**config.mk**
```make
export PLATFORM = sky130hd
export DESIGN_NAME = dma_chain_walker
export DESIGN_NICKNAME = d
export VERILOG_FILES = /design/src/rtl/dwk_pkg.sv /design/src/rtl/dwk_tag_decode.sv /design/src/rtl/dwk_beat_ctr.sv /design/src/rtl/dma_chain_walker.sv
export SDC_FILE = /design/constraint.sdc
export NUM_CORES = 1
export LEC_CHECK = 0
export ABC_AREA = 1
export BUFFER_PORTS_ARGS = -buffer_cell sky130_fd_sc_hd__buf_2
export CELL_PAD_IN_SITES_DETAIL_PLACEMENT = 1
export CELL_PAD_IN_SITES_GLOBAL_PLACEMENT = 2
export CORE_ASPECT_RATIO = 0.5
export CORE_MARGIN = 2
export CORE_UTILIZATION = 28
export CTS_CLUSTER_SIZE = 40
export DETAILED_ROUTE_END_ITERATION = 8
export PLACE_DENSITY_LB_ADDON = 0.05
export SLEW_MARGIN = 25
export SYNTH_ARGS = -nofsm -noshare
export SYNTH_HDL_FRONTEND = slang
export SYNTH_HIERARCHICAL = 1
export SYNTH_SLANG_ARGS = --single-unit
```
**constraint.sdc**
```tcl
create_clock -name clk -period 3.2 [get_ports clk]
set_clock_uncertainty 0.15 [all_clocks]
set_input_delay 0.48 -clock clk [delete_from_list [all_inputs] [get_ports clk]]
set_output_delay 0.48 -clock clk [all_outputs]
set_load 0.005 [all_outputs]
```
**src/rtl/dwk_pkg.sv**
```systemverilog
package dwk_pkg;

   typedef enum logic [1:0] {
      SEL_CTRL = 2'd0,
      SEL_MADR = 2'd1,
      SEL_QWC  = 2'd2,
      SEL_TADR = 2'd3
   } reg_sel_e;

   typedef enum logic [1:0] {
      ST_IDLE,
      ST_DATA,
      ST_DRAIN,
      ST_TAG
   } walk_st_e;

   localparam logic [2:0] KIND_LAST = 3'd0;
   localparam logic [2:0] KIND_JUMP = 3'd3;
   localparam int START_BIT   = 8;
   localparam int IEN_BIT     = 7;
   localparam int MODE_LO     = 2;
   localparam int TAG_STRIDE  = 16;

   typedef struct packed {
      logic [15:0] qwc;
      logic [15:0] ctrl_hi;
      logic        ld_addr;
      logic        set_end;
      logic [31:0] addr;
   } tag_info_t;

endpackage

```
**src/rtl/dwk_tag_decode.sv**
```systemverilog
module dwk_tag_decode
   import dwk_pkg::*;
#(
   parameter int ALIGN_BITS = 4
) (
   input  logic [63:0] tag,
   input  logic        irq_en,
   output tag_info_t   info
);
   logic [2:0]  kind;
   logic [31:0] raw_addr;
   logic [31:0] al_addr;

   assign kind     = tag[30:28];
   assign raw_addr = tag[63:32];

   generate
      if (ALIGN_BITS == 0) begin : g_noalign
         assign al_addr = raw_addr;
      end else begin : g_align
         assign al_addr = {raw_addr[31:ALIGN_BITS], {ALIGN_BITS{1'b0}}};
      end
   endgenerate

   always_comb begin
      info.qwc     = tag[15:0];
      info.ctrl_hi = tag[31:16];
      info.ld_addr = (kind == KIND_LAST) || (kind == KIND_JUMP);
      info.set_end = (kind == KIND_LAST) || (tag[31] && irq_en);
      info.addr    = al_addr;
   end

   initial assert (ALIGN_BITS >= 0 && ALIGN_BITS < 32)
      else $error("ALIGN_BITS out of range");
endmodule

```
**src/rtl/dwk_beat_ctr.sv**
```systemverilog
module dwk_beat_ctr #(
   parameter int WORDS = 4,
   localparam int IDX_W = (WORDS > 1) ? $clog2(WORDS) : 1
) (
   input  logic             clk,
   input  logic             rst_n,
   input  logic             clr,
   input  logic             adv,
   output logic [IDX_W-1:0] idx,
   output logic             last
);
   assign last = (idx == IDX_W'(WORDS - 1));

   always_ff @(posedge clk) begin
      if (!rst_n || clr)
         idx <= '0;
      else if (adv)
         idx <= last ? '0 : idx + 1'b1;
   end

   initial assert (WORDS >= 2) else $error("WORDS must be at least 2");
endmodule

```
**src/rtl/dma_chain_walker.sv**
```systemverilog
module dma_chain_walker
   import dwk_pkg::*;
#(
   parameter int ADDR_W     = 32,
   parameter int FIFO_DEPTH = 16,
   parameter int QW_WORDS   = 4,
   parameter int ALIGN_BITS = 4,
   localparam int LVL_W     = $clog2(FIFO_DEPTH + 1)
) (
   input  logic              clk,
   input  logic              rst_n,
   input  logic              reg_we,
   input  logic [1:0]        reg_sel,
   input  logic [31:0]       reg_wdata,
   output logic [31:0]       ctrl_q,
   output logic [ADDR_W-1:0] madr_q,
   output logic [15:0]       qwc_q,
   output logic [ADDR_W-1:0] tadr_q,
   output logic              mem_req,
   output logic              mem_wide,
   output logic [ADDR_W-1:0] mem_addr,
   input  logic [63:0]       mem_rdata,
   input  logic [LVL_W-1:0]  fifo_level,
   output logic              fifo_push,
   output logic [31:0]       fifo_wdata,
   output logic              xfer_done
);
   localparam int QW_BYTES = QW_WORDS * 4;
   localparam int IDX_W    = (QW_WORDS > 1) ? $clog2(QW_WORDS) : 1;
   localparam logic [LVL_W-1:0] ROOM_LIMIT = LVL_W'(FIFO_DEPTH - QW_WORDS);

   initial assert (FIFO_DEPTH > QW_WORDS) else $error("FIFO_DEPTH too small");
   initial assert (ADDR_W >= 8 && ADDR_W <= 32) else $error("ADDR_W out of range");

   walk_st_e         st;
   logic [31:0]      ctrl_r;
   logic [ADDR_W-1:0] madr_r, tadr_r;
   logic [15:0]      qwc_r;
   logic             end_r;
   logic             push_r;
   logic             done_r;
   logic [IDX_W-1:0] idx;
   logic             last;
   tag_info_t        ti;
   logic             running, room, go_data, go_fin, go_tag, qw_end;
   logic             wr_ctrl, wr_madr, wr_qwc, wr_tadr;

   dwk_beat_ctr #(.WORDS(QW_WORDS)) u_beat (
      .clk  (clk),
      .rst_n(rst_n),
      .clr  (go_data),
      .adv  (st == ST_DATA),
      .idx  (idx),
      .last (last)
   );

   dwk_tag_decode #(.ALIGN_BITS(ALIGN_BITS)) u_dec (
      .tag   (mem_rdata),
      .irq_en(ctrl_r[IEN_BIT]),
      .info  (ti)
   );

   always_comb begin
      running = ctrl_r[START_BIT];
      room    = fifo_level < ROOM_LIMIT;
      go_data = (st == ST_IDLE) && running && (qwc_r != '0) && room;
      go_fin  = (st == ST_IDLE) && running && (qwc_r == '0) && end_r;
      go_tag  = (st == ST_IDLE) && running && (qwc_r == '0) && !end_r;
      qw_end  = (st == ST_DATA) && last;
      wr_ctrl = reg_we && (reg_sel == SEL_CTRL);
      wr_madr = reg_we && (reg_sel == SEL_MADR);
      wr_qwc  = reg_we && (reg_sel == SEL_QWC);
      wr_tadr = reg_we && (reg_sel == SEL_TADR);
   end

   assign mem_req    = (st == ST_DATA) || go_tag;
   assign mem_wide   = go_tag;
   assign mem_addr   = (st == ST_DATA) ? madr_r + (ADDR_W'(idx) << 2) : tadr_r;
   assign fifo_push  = push_r;
   assign fifo_wdata = mem_rdata[31:0];
   assign xfer_done  = done_r;
   assign ctrl_q     = ctrl_r;
   assign madr_q     = madr_r;
   assign qwc_q      = qwc_r;
   assign tadr_q     = tadr_r;

   always_ff @(posedge clk) begin
      if (!rst_n) begin
         st     <= ST_IDLE;
         push_r <= 1'b0;
         done_r <= 1'b0;
      end else begin
         push_r <= (st == ST_DATA);
         done_r <= go_fin;
         unique case (st)
            ST_IDLE:  if (go_data) st <= ST_DATA; else if (go_tag) st <= ST_TAG;
            ST_DATA:  if (last) st <= ST_DRAIN;
            ST_DRAIN: st <= ST_IDLE;
            ST_TAG:   st <= ST_IDLE;
            default:  st <= ST_IDLE;
         endcase
      end
   end

   always_ff @(posedge clk) begin
      if (!rst_n) begin
         ctrl_r <= '0;
         end_r  <= 1'b0;
      end else if (wr_ctrl) begin
         ctrl_r <= reg_wdata;
         end_r  <= (!ctrl_r[START_BIT] && reg_wdata[START_BIT])
                   ? (reg_wdata[MODE_LO+1:MODE_LO] == 2'b00) : 1'b0;
      end else if (go_fin) begin
         ctrl_r[START_BIT] <= 1'b0;
         end_r             <= 1'b0;
      end else if (st == ST_TAG) begin
         ctrl_r[31:16] <= ti.ctrl_hi;
         if (ti.set_end) end_r <= 1'b1;
      end
   end

   always_ff @(posedge clk) begin
      if (!rst_n) begin
         madr_r <= '0;
         qwc_r  <= '0;
         tadr_r <= '0;
      end else begin
         if (wr_madr)                     madr_r <= reg_wdata[ADDR_W-1:0];
         else if (qw_end)                 madr_r <= madr_r + ADDR_W'(QW_BYTES);
         else if (st == ST_TAG && ti.ld_addr) madr_r <= ti.addr[ADDR_W-1:0];

         if (wr_qwc)                      qwc_r <= reg_wdata[15:0];
         else if (qw_end)                 qwc_r <= qwc_r - 16'd1;
         else if (st == ST_TAG)           qwc_r <= ti.qwc;

         if (wr_tadr)                     tadr_r <= reg_wdata[ADDR_W-1:0];
         else if (st == ST_TAG && ti.ld_addr) tadr_r <= tadr_r + ADDR_W'(TAG_STRIDE);
      end
   end

   AST_QW_STEP: assert property (@(posedge clk) disable iff (!rst_n)
      (st == ST_DRAIN && !$past(reg_we)) |-> (qwc_r == $past(qwc_r) - 16'd1))
      else $error("quadword count step");
   AST_NO_OVERFLOW: assert property (@(posedge clk) disable iff (!rst_n)
      fifo_push |-> (fifo_level < LVL_W'(FIFO_DEPTH)))
      else $error("push into full fifo");
   AST_DONE_STOPS: assert property (@(posedge clk) disable iff (!rst_n)
      (xfer_done && !$past(reg_we)) |-> !ctrl_q[START_BIT])
      else $error("start still set at finish");
   AST_DONE_PULSE: assert property (@(posedge clk) disable iff (!rst_n)
      xfer_done |=> !xfer_done)
      else $error("finish strobe too long");
   AST_TAG_NO_PUSH: assert property (@(posedge clk) disable iff (!rst_n)
      (mem_req && mem_wide) |-> !fifo_push)
      else $error("push during descriptor read");
endmodule

```
==> metrics, run 1 <==
result of the run=finished clean; count leader, synth=nand2_1; path type of the worst setup path=reg -> out; critical path, cell by cell=ha_2 > inv_1 > fa_2 > inv_2 > nand2_4 > nor2_4 > xnor2_1 > o21ai_0 > buf_2; number of cells produced by synthesis=~1.4k; total die area=0.0332 sq mm; Power Total=about 4.4 mW; sequential cell area fraction in the yosys report=between 20% and 30%; Ports=286; number of antenna violations at the first check in global routing=0; Net Sw Frac=31.5%; cell types with the largest area share after synthesis=dfxtp_1, nand2_1, buf_4; global routing usage summed across all routing layers=26.4%; net switching power=between 1 and 1.5 mW; clock tree from TritonCTS=built; standard cell with the maximum stage delay on the critical path=fa_2; end of the worst register-to-register path=madr_q[20]; GR Util met1=between 30 and 40%; root buf cell=clkbuf_16; critical path fanouts, max=4; Worst-Margin Slew=0.996 ns; clock network power share=46.7%; post-synth design cell area=0.00888 sq mm; fraction of final layout cells sized beyond drive strength 1=24.6%; met2 demand-to-capacity share in global routing=41.9%; share of the synthesized area in the top cell type=26.8%; largest net degree at the start of global routing=91; number of routed nets with antenna violations=0; met3 layer usage reported by global route=about 5.3%; final setup violation count=0; detail-routed via count per cell=4.93; number of distinct library cells after synthesis=44; source of the critical timing path=u_beat/idx[0]; number of buffers created by CTS=17; buffer levels on the longest clock path=2; pins over their slew limit=0; Syn Area/Cell=6.19 sq um; clock edge transition at the registers on the reported setup and hold paths=around 0.06 ns; DRT Wirelength=44300 um; cell accounting for the most synthesized area=dfxtp_1; Post-CTS Hold Fix Bufs=0; share of total power in combinational logic=16.2%; Crit path largest cell delay=0.45 ns; flop-to-flop setup slack=0.73 ns; instance count after placement with tap cells included=2024; Die Wd=256 um; Worst Path Buf+Inv=3; Pwr Density=410 mW/mm^2; Internal=3.03 mW; min Tclk post-route=~3.1 ns; post-detail-place hpwl=around 35000 um; cell area after placement=0.0101 sq mm; path length in cells of the critical path=9; main flop type after synthesis=dfxtp_1; Finished Cell Area=0.0108 sq mm; area growth from synthesis to layout=21.5%; Clock H-tree levels=4; number of DRC markers in iteration 0=549; count of flip-flops with a built-in enable after synthesis=0; Max Clock Freq=322 MHz; global-route congestion overflow total=0; commonest cells in the netlist=nand2_1, nor2_1, inv_1, o21ai_0, dfxtp_1; global placer's final weighted congestion=0.909; CP arrival=between 2 and 2.5 ns; Peak VDD IR=around 340 uV; total number of vias=about 10k; asr flop ratio synth=0%; Die Span Y=130 um; hold crit path type=in -> reg; Post-route DRC=0; capturing element of the worst setup path=mem_addr[14]; required time of the critical path=2.57 ns; total of fill cells in the finished design=4199; Cell Rows=46; clock latency of the later-clocked register in the worst-skew pair=between 0.4 and 0.5 ns; number of global-route vias before repair=10.2k; most used routing layer=met2; placeable core area=0.0314 sq mm; relative contribution of sequential cells to total power=37.1%; starting utilization of the core area=between 20% and 30%; synth warn=6; endpoints failing hold=0; iteration count of the initial detailed-routing pass=5; number of buffers added on ports=279; Tcrit/Tclk final=97.1%; kind of cell adding the most delay to the critical path=adder cells; Worst Setup Start Kind=flop; net count reported at finish=roughly 1.7k; # Max-Cap Violations=0; total leakage power=between 5 and 6 nW; final cell count without fillers=2061; wire length of the first global-routing pass=~65000 um; number of cells traversed by the worst register-to-register path=6; launching point of the worst reg2reg path=u_beat/idx[1]; Rel. slew slack=33.6%; WL per Instance=21.5 um; flip-flop and latch count after synthesis=119; RSZ-0062 raised after global routing=true; crit path capture type=output pin; CTS sink cnt=about 120
[logic make-up (layout without fill, tap and decap cells)]
| logic type | after synthesis | in the layout | synth area share (%) |
|---|---|---|---|
| AND/OR/NAND/NOR | 647 | 647 | 31.1 |
| AO/OA/AOI/OAI | 310 | 310 | 19.4 |
| buffers and inverters | 310 | 500 | 17.6 |
| flip-flops | 119 | 119 | 26.8 |
| XOR/XNOR | 40 | 40 | 3.95 |
| adder cells (fa/ha/maj) | 7 | 7 | 1.07 |
| other | 1 | 6 | 0.0422 |
[layer usage]
metal | routed length (um) | part of all wire (%) | vias to the layer above
met5 | 0 | 0 | -
met2 | 19800 | 45 | 217
li1 | - | - | 4917
met4 | 1170 | 2.6 | 0
met1 | 21300 | 48 | 4964
met3 | 2120 | 4.8 | 54
[worst register-to-register path, cell delays in order, from the launching register on]
cell      delay, ns
dfxtp_1        0.38
ha_1           0.26
nand2_2        0.26
nand2_2        0.33
inv_2          0.31
a211oi_1       0.52
a21oi_1        0.13
[power by group through the flow]
stage               Combinational, mW  Sequential (mW)  Clock (mW)
finish                          0.718             1.64        2.07
global route                    0.796             1.65        2.16
detailed placement              0.719             1.67           0
global placement                0.707             1.67           0
CTS                             0.724             1.64        2.11
floorplan                       0.421             1.65           0
[flip-flops by register name, summed over array words and instances, names as in the netlist]
| signal | cells |
|---|---|
| st | 2 |
| fifo_push | 1 |
| ctrl_q | 32 |
| xfer_done | 1 |
| end_r | 1 |
| qwc_q | 16 |
| madr_q | 32 |
| u_beat/idx | 2 |
| tadr_q | 32 |
[final cells by class]
type	count	area, sq um	area share [%]
Inverter	155	584	5.42
Tap cell	432	541	5.01
Clock inverter	12	141	1.31
Timing Repair Buffer	313	1650	15.3
Clock buffer	20	467	4.33
Sequential cell	119	2390	22.1
Antenna cell	2	5.00	0.0464
Multi-Input combinational cell	1008	5010	46.4
[layout by cell type, fill, tap and decap left out, types with 3 or more instances in the layout]
cell | synthesis | final
nand2_1 | 351 | 351
buf_2 | 24 | 279
nor2_1 | 158 | 155
inv_1 | 150 | 147
o21ai_0 | 130 | 130
dfxtp_1 | 119 | 115
a21oi_1 | 80 | 79
nand3_1 | 76 | 76
a31oi_1 | 38 | 37
buf_4 | 99 | 34
xor2_1 | 33 | 32
clkbuf_16 | 0 | 17
o22ai_1 | 15 | 15
nand4_1 | 14 | 14
o21ai_1 | 11 | 11
nand2_2 | 10 | 9
nor2_4 | 8 | 9
nor2_2 | 7 | 9
o21a_1 | 8 | 8
a211oi_1 | 8 | 8
xnor2_1 | 7 | 7
o221ai_1 | 7 | 7
inv_2 | 5 | 6
nor3_1 | 7 | 5
nand3b_1 | 5 | 5
o211ai_1 | 5 | 5
clkinvlp_4 | 0 | 5
ha_1 | 6 | 4
dfxtp_2 | 0 | 4
conb_1 | 1 | 4
nor3_2 | 1 | 3
a21o_1 | 3 | 3
clkbuf_8 | 0 | 3
inv_6 | 0 | 3
[through the flow]
stage                     setup TNS, ns  worst slack [ns]  hold WS [ns]  utilization [%]
after floorplan                       0             0.821         0.305                -
after global placement                0             0.356         0.305             32.1
after detailed placement              0             0.333         0.306             32.1
after CTS                      -0.00828          -0.00828         0.143             34.1
after global routing           -0.00604          -0.00604         0.158             34.3
final                                 0            0.0928         0.159             34.3
[worst min-delay path by stage]
stage / from / endpoint / slack [ns] / depth (start not counted)
after floorplan: tadr_q[0] / tadr_q[0] / 0.31 / 2
after global placement: tadr_q[1] / tadr_q[1] / 0.30 / 2
after detailed placement: tadr_q[1] / tadr_q[1] / 0.31 / 2
after CTS: mem_rdata[18] / ctrl_q[18] / 0.14 / 3
after global routing: mem_rdata[21] / ctrl_q[21] / 0.16 / 3
final: mem_rdata[23] / ctrl_q[23] / 0.16 / 3
[repair_timing]
action	CTS	global route
buffers inserted	0	3
hold endpoints to repair	0	0
pin swaps	0	2
setup endpoints to repair	11	11
gates resized for setup	6	15
No activity file was read; power rests on OpenSTA's default activity.
==> inputs of run 2 (changes only) <==
--- a/config.mk
+++ b/config.mk
@@ -5,13 +5,12 @@
 export SDC_FILE = /design/constraint.sdc
 export NUM_CORES = 1
 export LEC_CHECK = 0
-export ABC_AREA = 1
 export BUFFER_PORTS_ARGS = -buffer_cell sky130_fd_sc_hd__buf_2
 export CELL_PAD_IN_SITES_DETAIL_PLACEMENT = 1
 export CELL_PAD_IN_SITES_GLOBAL_PLACEMENT = 2
 export CORE_ASPECT_RATIO = 0.5
 export CORE_MARGIN = 2
-export CORE_UTILIZATION = 28
+export CORE_UTILIZATION = 29
 export CTS_CLUSTER_SIZE = 40
 export DETAILED_ROUTE_END_ITERATION = 8
 export PLACE_DENSITY_LB_ADDON = 0.05
==> run 2 against run 1 <==
Effect of this change: largest power group unchanged; hold slack worse by 0.00099 ns; total power decreased by 3.1%; fmax grew 1.7%; clock-buffer cell count increased by 3; clock power decreased by 3%; critical path type unchanged; non-clock buffer count up 19; sequential power barely moved; register-to-register slack got worse by 0.10 ns; via count shrank 13%.
==> metrics, run 2 <==
RSZ-0062 raised after global routing=true (unchanged); number of global-route vias before repair=8944 (was 10.2k); clock latency of the later-clocked register in the worst-skew pair=0.45 ns (was 0.46 ns); post-layout utilization of the core=37.1% (was 34.3%); post-detail-place hpwl=28800 um (was 34700 um); Die Span Y=122 um (was 130 um); post-synth design cell area=0.00801 sq mm (was 0.00888 sq mm); buffer levels on the longest clock path=2 (unchanged); Ports=286 (unchanged); main flop type after synthesis=dfxtp_1 (unchanged); fraction of final layout cells sized beyond drive strength 1=31.0% (was 24.6%); DRT Wirelength=38000 um (was 44300 um); Peak VDD IR=368 uV (was 336 uV); share of the synthesized area in the top cell type=29.8% (was 26.8%); number of DRC markers in iteration 0=459 (was 549); global placer's final weighted congestion=0.870 (was 0.909); number of distinct library cells after synthesis=71 (was 44); CP arrival=2.42 ns (was 2.48 ns); starting utilization of the core area=29.9% (was 28.2%); most frequent standard cell in the layout excluding fill and tap cells=buf_2 (was nand2_1); Post-CTS Hold Fix Bufs=0 (unchanged); clock tree from TritonCTS=built (unchanged); final setup slack of the worst path=0.145 ns (was 0.0928 ns); final setup violation count=0 (unchanged); cell accounting for the most synthesized area=dfxtp_1 (unchanged); number of antenna violations at the first check in global routing=0 (unchanged); cell area after placement=0.00927 sq mm (was 0.0101 sq mm); synth warn=6 (unchanged); # Max-Cap Violations=0 (unchanged); crit path capture type=output pin (unchanged); Worst-Margin Slew=0.799 ns (was 0.996 ns); Syn Area/Cell=7.31 sq um (was 6.19 sq um); pins over their slew limit=0 (unchanged); endpoints failing hold=0 (unchanged); clock edge transition at the registers on the reported setup and hold paths=0.06 ns (about the same); setup slack at placement=0.330 ns (was 0.333 ns); area growth from synthesis to layout=24.2% (was 21.5%); antenna diode instance count=0 (was 2); Power Total=4.29 mW (was 4.42 mW); total of fill cells in the finished design=3326 (was 4199); Finished Cell Area=0.00995 sq mm (was 0.0108 sq mm); Pwr Density=431 mW/mm^2 (was 410 mW/mm^2); total die area=0.0290 sq mm (was 0.0332 sq mm); Tcrit/Tclk final=95.5% (was 97.1%); iteration count of the initial detailed-routing pass=5 (unchanged); path type of the worst setup path=reg -> out (unchanged); total negative slack=0 ns (unchanged); flip-flop and latch count after synthesis=119 (unchanged); min Tclk post-route=3.05 ns (was 3.11 ns); critical path fanouts, max=8 (was 4); Rel. slew slack=46.4% (was 33.6%); count leader, synth=nand2_1 (unchanged); result of the run=finished clean (unchanged); number of cells produced by synthesis=1095 (was 1434); smallest hold slack=0.158 ns (was 0.159 ns); final cell count without fillers=1639 (was 2061); global routing usage summed across all routing layers=26.2% (was 26.4%); WL per Instance=23.2 um (was 21.5 um); detail-routed via count per cell=5.40 (was 4.93); instance count after placement with tap cells included=1607 (was 2024); wire length of the first global-routing pass=56400 um (was 64800 um); Max Clock Freq=327 MHz (was 322 MHz); total number of vias=8854 (was 10.2k); hold crit path type=in -> reg (unchanged); total leakage power=4.15 nW (was 5.00 nW); placeable core area=0.0268 sq mm (was 0.0314 sq mm); commonest cells in the netlist=nand2_1, dfxtp_1, buf_4, o21ai_0, nor2_1 (was nand2_1, nor2_1, inv_1, o21ai_0, dfxtp_1); Post-route DRC=0 (unchanged); Worst Setup Start Kind=flop (unchanged); cell types with the largest area share after synthesis=dfxtp_1, buf_4, nand2_1 (was dfxtp_1, nand2_1, buf_4); Clock H-tree levels=4 (unchanged); CTS sink cnt=119 (unchanged); number of routed nets with antenna violations=0 (unchanged); Cell Rows=42 (was 46); largest net degree at the start of global routing=61 (was 91); sequential cell area fraction in the yosys report=29.8% (was 26.8%); root buf cell=clkbuf_16 (unchanged); most frequent cells in the layout=buf_2, nand2_1, dfxtp_1 (was nand2_1, buf_2, nor2_1); flop-to-flop setup slack=0.63 ns (was 0.73 ns); count of flip-flops with a built-in enable after synthesis=0 (unchanged); number of buffers created by CTS=17 (unchanged); number of buffers added on ports=279 (unchanged); global-route congestion overflow total=0 (unchanged); Die Wd=239 um (was 256 um); asr flop ratio synth=0% (unchanged); net count reported at finish=1388 (was 1727); required time of the critical path=2.57 ns (about the same)
[run 2: cell types whose count changed in the layout (fill, tap and decap cells not counted), moves of 11 or more]
cell / change
a211oi_1: +11
a311oi_1: +21
a31oi_1: -26
buf_4: +16
inv_1: -130
nand2_1: -195
nand3_1: -31
nor2_1: -69
nor3_1: +26
nor4_1: +15
o21ai_0: -37
xnor2_1: +36
xor2_1: -14
[run 2: area by class of cell]
type                       count  area [sq um]  area share (%)
sequential                   119          2390            24.0
multi-input combinational    787          4640            46.6
clock buffer                  23           488            4.91
timing repair buffer         332          1830            18.4
tap                          352           440            4.43
clock inverter                 8          96.3           0.968
inverter                      18          67.6           0.679
[run 2: path summary, 6_finish.rpt]
| check | end | start | depth (start not counted) |
|---|---|---|---|
| min reg2reg | ctrl_q[9] | ctrl_q[9] | 2 |
| max | mem_addr[6] | u_beat/idx[0] | 8 |
| max reg2reg | st[0] | qwc_q[4] | 6 |
| min | madr_q[19] | reg_wdata[19] | 2 |
[run 2: logic make-up (layout without fill, tap and decap cells)]
kind of cell / after synthesis / count (layout) / share of synthesized area (%)
AOI/OAI and AO/OA: 291 / 291 / 22.9
xor gates and xnor gates: 61 / 61 / 6.67
adders and majority gates: 7 / 7 / 1.19
buffers and inverters: 192 / 381 / 13.7
DFF: 119 / 119 / 29.7
muxes: 4 / 4 / 0.516
other: 1 / 4 / 0.0468
and+or+nand+nor: 420 / 420 / 25.3
[run 2: worst max-delay path, stage by stage, from the launching register on]
cell,delay (ns)
dfxtp_1,0.38
ha_1,0.22
inv_1,0.07
fa_2,0.48
buf_4,0.23
nor2b_1,0.15
xnor2_1,0.07
o21ai_0,0.21
buf_2,0.16
[run 2: metal layers]
layer / up-vias / part of all wire [%] / global-route usage, %
met5: - / 0 / 0
met4: 0 / 1.5 / 7.34
met2: 199 / 47 / 43.6
li1: 4202 / - / -
met3: 31 / 4.1 / 3.98
met1: 4422 / 47 / 35.5
[run 2: report_power, final]
group	internal (mW)	leakage, nW	switching, mW
sequential	1.55	0.973	0.0853
combinational	0.268	2.89	0.388
clock	1.22	0.289	0.777
total	3.04	4.15	1.25
[run 2: timing repair]
| action | 4_1_cts | 5_1_grt |
|---|---|---|
| gates resized for setup | 7 | 14 |
| setup buffers | 0 | 1 |
| pin swaps | 0 | 3 |
| endpoints found under the setup margin | 17 | 16 |
==> inputs of run 3 (changes only) <==
--- a/config.mk
+++ b/config.mk
@@ -14,6 +14,7 @@
 export CTS_CLUSTER_SIZE = 40
 export DETAILED_ROUTE_END_ITERATION = 8
 export PLACE_DENSITY_LB_ADDON = 0.05
+export RECOVER_POWER = 50
 export SLEW_MARGIN = 25
 export SYNTH_ARGS = -nofsm -noshare
 export SYNTH_HDL_FRONTEND = slang
==> run 3 against run 2 <==
Effect of this change: the flow now finishes with violations (max-capacitance violations, max-slew violations); critical path depth stayed put; hold slack better by 0.0014 ns; largest cell class unchanged; highest routed layer unchanged; via count stayed put; register-to-register slack hardly changed; critical endpoint unchanged; clock power hardly changed; final area is 0.78% lower; cell count stayed put; die area stayed put.
==> metrics, run 3 (synthesized netlist as in run 2, its figures left out) <==
instance count after placement with tap cells included=1607 (unchanged); Worst-Margin Slew=2.14 ns (was 0.799 ns); Die Wd=239 um (unchanged); setup slack at placement=0.330 ns (unchanged); capturing element of the worst setup path=mem_addr[6] (unchanged); total leakage power=3.94 nW (was 4.15 nW); Pwr Density=433 mW/mm^2 (was 431 mW/mm^2); detail-routed via count per cell=5.40 (unchanged); number of buffers created by CTS=17 (unchanged); post-detail-place hpwl=28800 um (unchanged); number of cells traversed by the worst register-to-register path=6 (unchanged); clock edge transition at the registers on the reported setup and hold paths=0.06 ns (about the same); starting utilization of the core area=29.9% (unchanged); most frequent standard cell in the layout excluding fill and tap cells=buf_2 (unchanged); DRT Wirelength=38000 um (about the same); met2 demand-to-capacity share in global routing=43.6% (unchanged); cell area after placement=0.00927 sq mm (unchanged); Peak VDD IR=367 uV (was 368 uV); standard cell with the maximum stage delay on the critical path=fa_2 (unchanged); Post-route DRC=0 (unchanged); most frequent cells in the layout=buf_2, nand2_1, dfxtp_1 (unchanged); hold crit path type=in -> reg (unchanged); GR Util met1=35.5% (unchanged); final cell count without fillers=1639 (unchanged); final setup slack of the worst path=0.147 ns (was 0.145 ns); crit path capture type=output pin (unchanged); global routing usage summed across all routing layers=26.2% (unchanged); global placer's final weighted congestion=0.870 (unchanged); Crit path largest cell delay=0.48 ns (about the same); Post-CTS Hold Fix Bufs=0 (unchanged); most used routing layer=met2 (unchanged); total die area=0.0290 sq mm (unchanged); Worst Setup Start Kind=flop (unchanged); source of the critical timing path=u_beat/idx[0] (unchanged); number of global-route vias before repair=8944 (unchanged); kind of cell adding the most delay to the critical path=adder cells (unchanged); required time of the critical path=2.57 ns (about the same); critical path fanouts, max=8 (unchanged); met3 layer usage reported by global route=3.98% (unchanged); Die Span Y=122 um (unchanged); buffer levels on the longest clock path=2 (unchanged); path length in cells of the critical path=8 (unchanged); pins over their slew limit=43 (was 0); endpoints failing hold=0 (unchanged); Rel. slew slack=-42.4% (was 46.4%); largest net degree at the start of global routing=61 (unchanged); Ports=286 (unchanged); final setup violation count=0 (unchanged); Clock H-tree levels=4 (unchanged); placeable core area=0.0268 sq mm (unchanged); area growth from synthesis to layout=23.3% (was 24.2%); Cell Rows=42 (unchanged); result of the run=finished with violations (was finished clean); wire length of the first global-routing pass=56400 um (unchanged); global-route congestion overflow total=0 (unchanged); antenna diode instance count=0 (unchanged); total number of vias=8854 (unchanged); failing checks=max-capacitance violations, max-slew violations; critical path, cell by cell=ha_1 > inv_1 > fa_2 > buf_4 > nor2b_1 > xnor2_1 > o21ai_0 > buf_2 (unchanged); # Max-Cap Violations=1 (was 0); flop-to-flop setup slack=0.63 ns (about the same); iteration count of the initial detailed-routing pass=5 (unchanged); CTS sink cnt=119 (unchanged); min Tclk post-route=3.05 ns (about the same); number of routed nets with antenna violations=0 (unchanged); WL per Instance=23.2 um (about the same); RSZ-0062 raised after global routing=true (unchanged); number of antenna violations at the first check in global routing=0 (unchanged); clock latency of the later-clocked register in the worst-skew pair=0.44 ns (was 0.45 ns); Power Total=4.27 mW (was 4.29 mW); end of the worst register-to-register path=st[0] (unchanged); Max Clock Freq=328 MHz (was 327 MHz); number of buffers added on ports=279 (unchanged); path type of the worst setup path=reg -> out (unchanged); fraction of final layout cells sized beyond drive strength 1=26.3% (was 31.0%); root buf cell=clkbuf_16 (unchanged); Tcrit/Tclk final=95.4% (was 95.5%); net count reported at finish=1388 (unchanged); number of cells traversed by the worst hold path=2 (unchanged); CP arrival=2.42 ns (about the same); clock tree from TritonCTS=built (unchanged); smallest hold slack=0.159 ns (was 0.158 ns); Worst Path Buf+Inv=3 (unchanged); Finished Cell Area=0.00987 sq mm (was 0.00995 sq mm); total of fill cells in the finished design=3356 (was 3326); launching point of the worst reg2reg path=qwc_q[4] (unchanged); number of DRC markers in iteration 0=464 (was 459)
[run 3: worst min path at each step]
stage | startpoint | end | slack (ns)
global placement | ctrl_q[13] | ctrl_q[13] | 0.29
CTS | reg_wdata[19] | madr_q[19] | 0.14
global route | reg_wdata[19] | madr_q[19] | 0.17
floorplan | ctrl_q[0] | ctrl_q[0] | 0.30
finish | reg_wdata[19] | madr_q[19] | 0.16
detailed placement | ctrl_q[11] | ctrl_q[11] | 0.30
[run 3: power breakdown]
| group | switching (mW) | internal (mW) | leakage [nW] |
|---|---|---|---|
| clock | 0.771 | 1.22 | 0.289 |
| sequential | 0.0856 | 1.55 | 0.972 |
| combinational | 0.388 | 0.260 | 2.68 |
| total | 1.24 | 3.03 | 3.94 |
[run 3: area by class of cell]
cell class,instances,area (sq um),share of cell area [%]
multi-input combinational,787,4640,47.0
sequential,119,2390,24.2
clock buffer,23,488,4.94
clock inverter,8,96.3,0.976
tap,352,440,4.46
timing repair buffer,332,1760,17.8
inverter,18,67.6,0.684
[run 3: through the flow]
step / utilization [%] / setup TNS, ns
final: 36.8 / 0
after global routing: 36.8 / -0.00364
after CTS: 36.9 / 0
after detailed placement: 34.6 / 0
after global placement: 34.6 / 0
after floorplan: - / 0
[run 3: repair_timing]
action | 4_1_cts | 5_1_grt
pin swaps | 0 | 3
setup buffers | 0 | 1
resized for setup | 7 | 14
setup endpoints to repair | 17 | 16
[run 3: worst register-to-register path: cells and delay by family, from the launching register on]
family,cells,cell delay (ns)
flops,1,0.36
buf+inv,1,0.16
compound gates,2,0.40
simple gates,3,1.39
[run 3: layer usage]
| layer | wire (um) | vias up |
|---|---|---|
| met5 | 0 | - |
| met4 | 549 | 0 |
| met3 | 1680 | 28 |
| met2 | 18000 | 231 |
| met1 | 17800 | 4406 |
| li1 | - | 4189 |
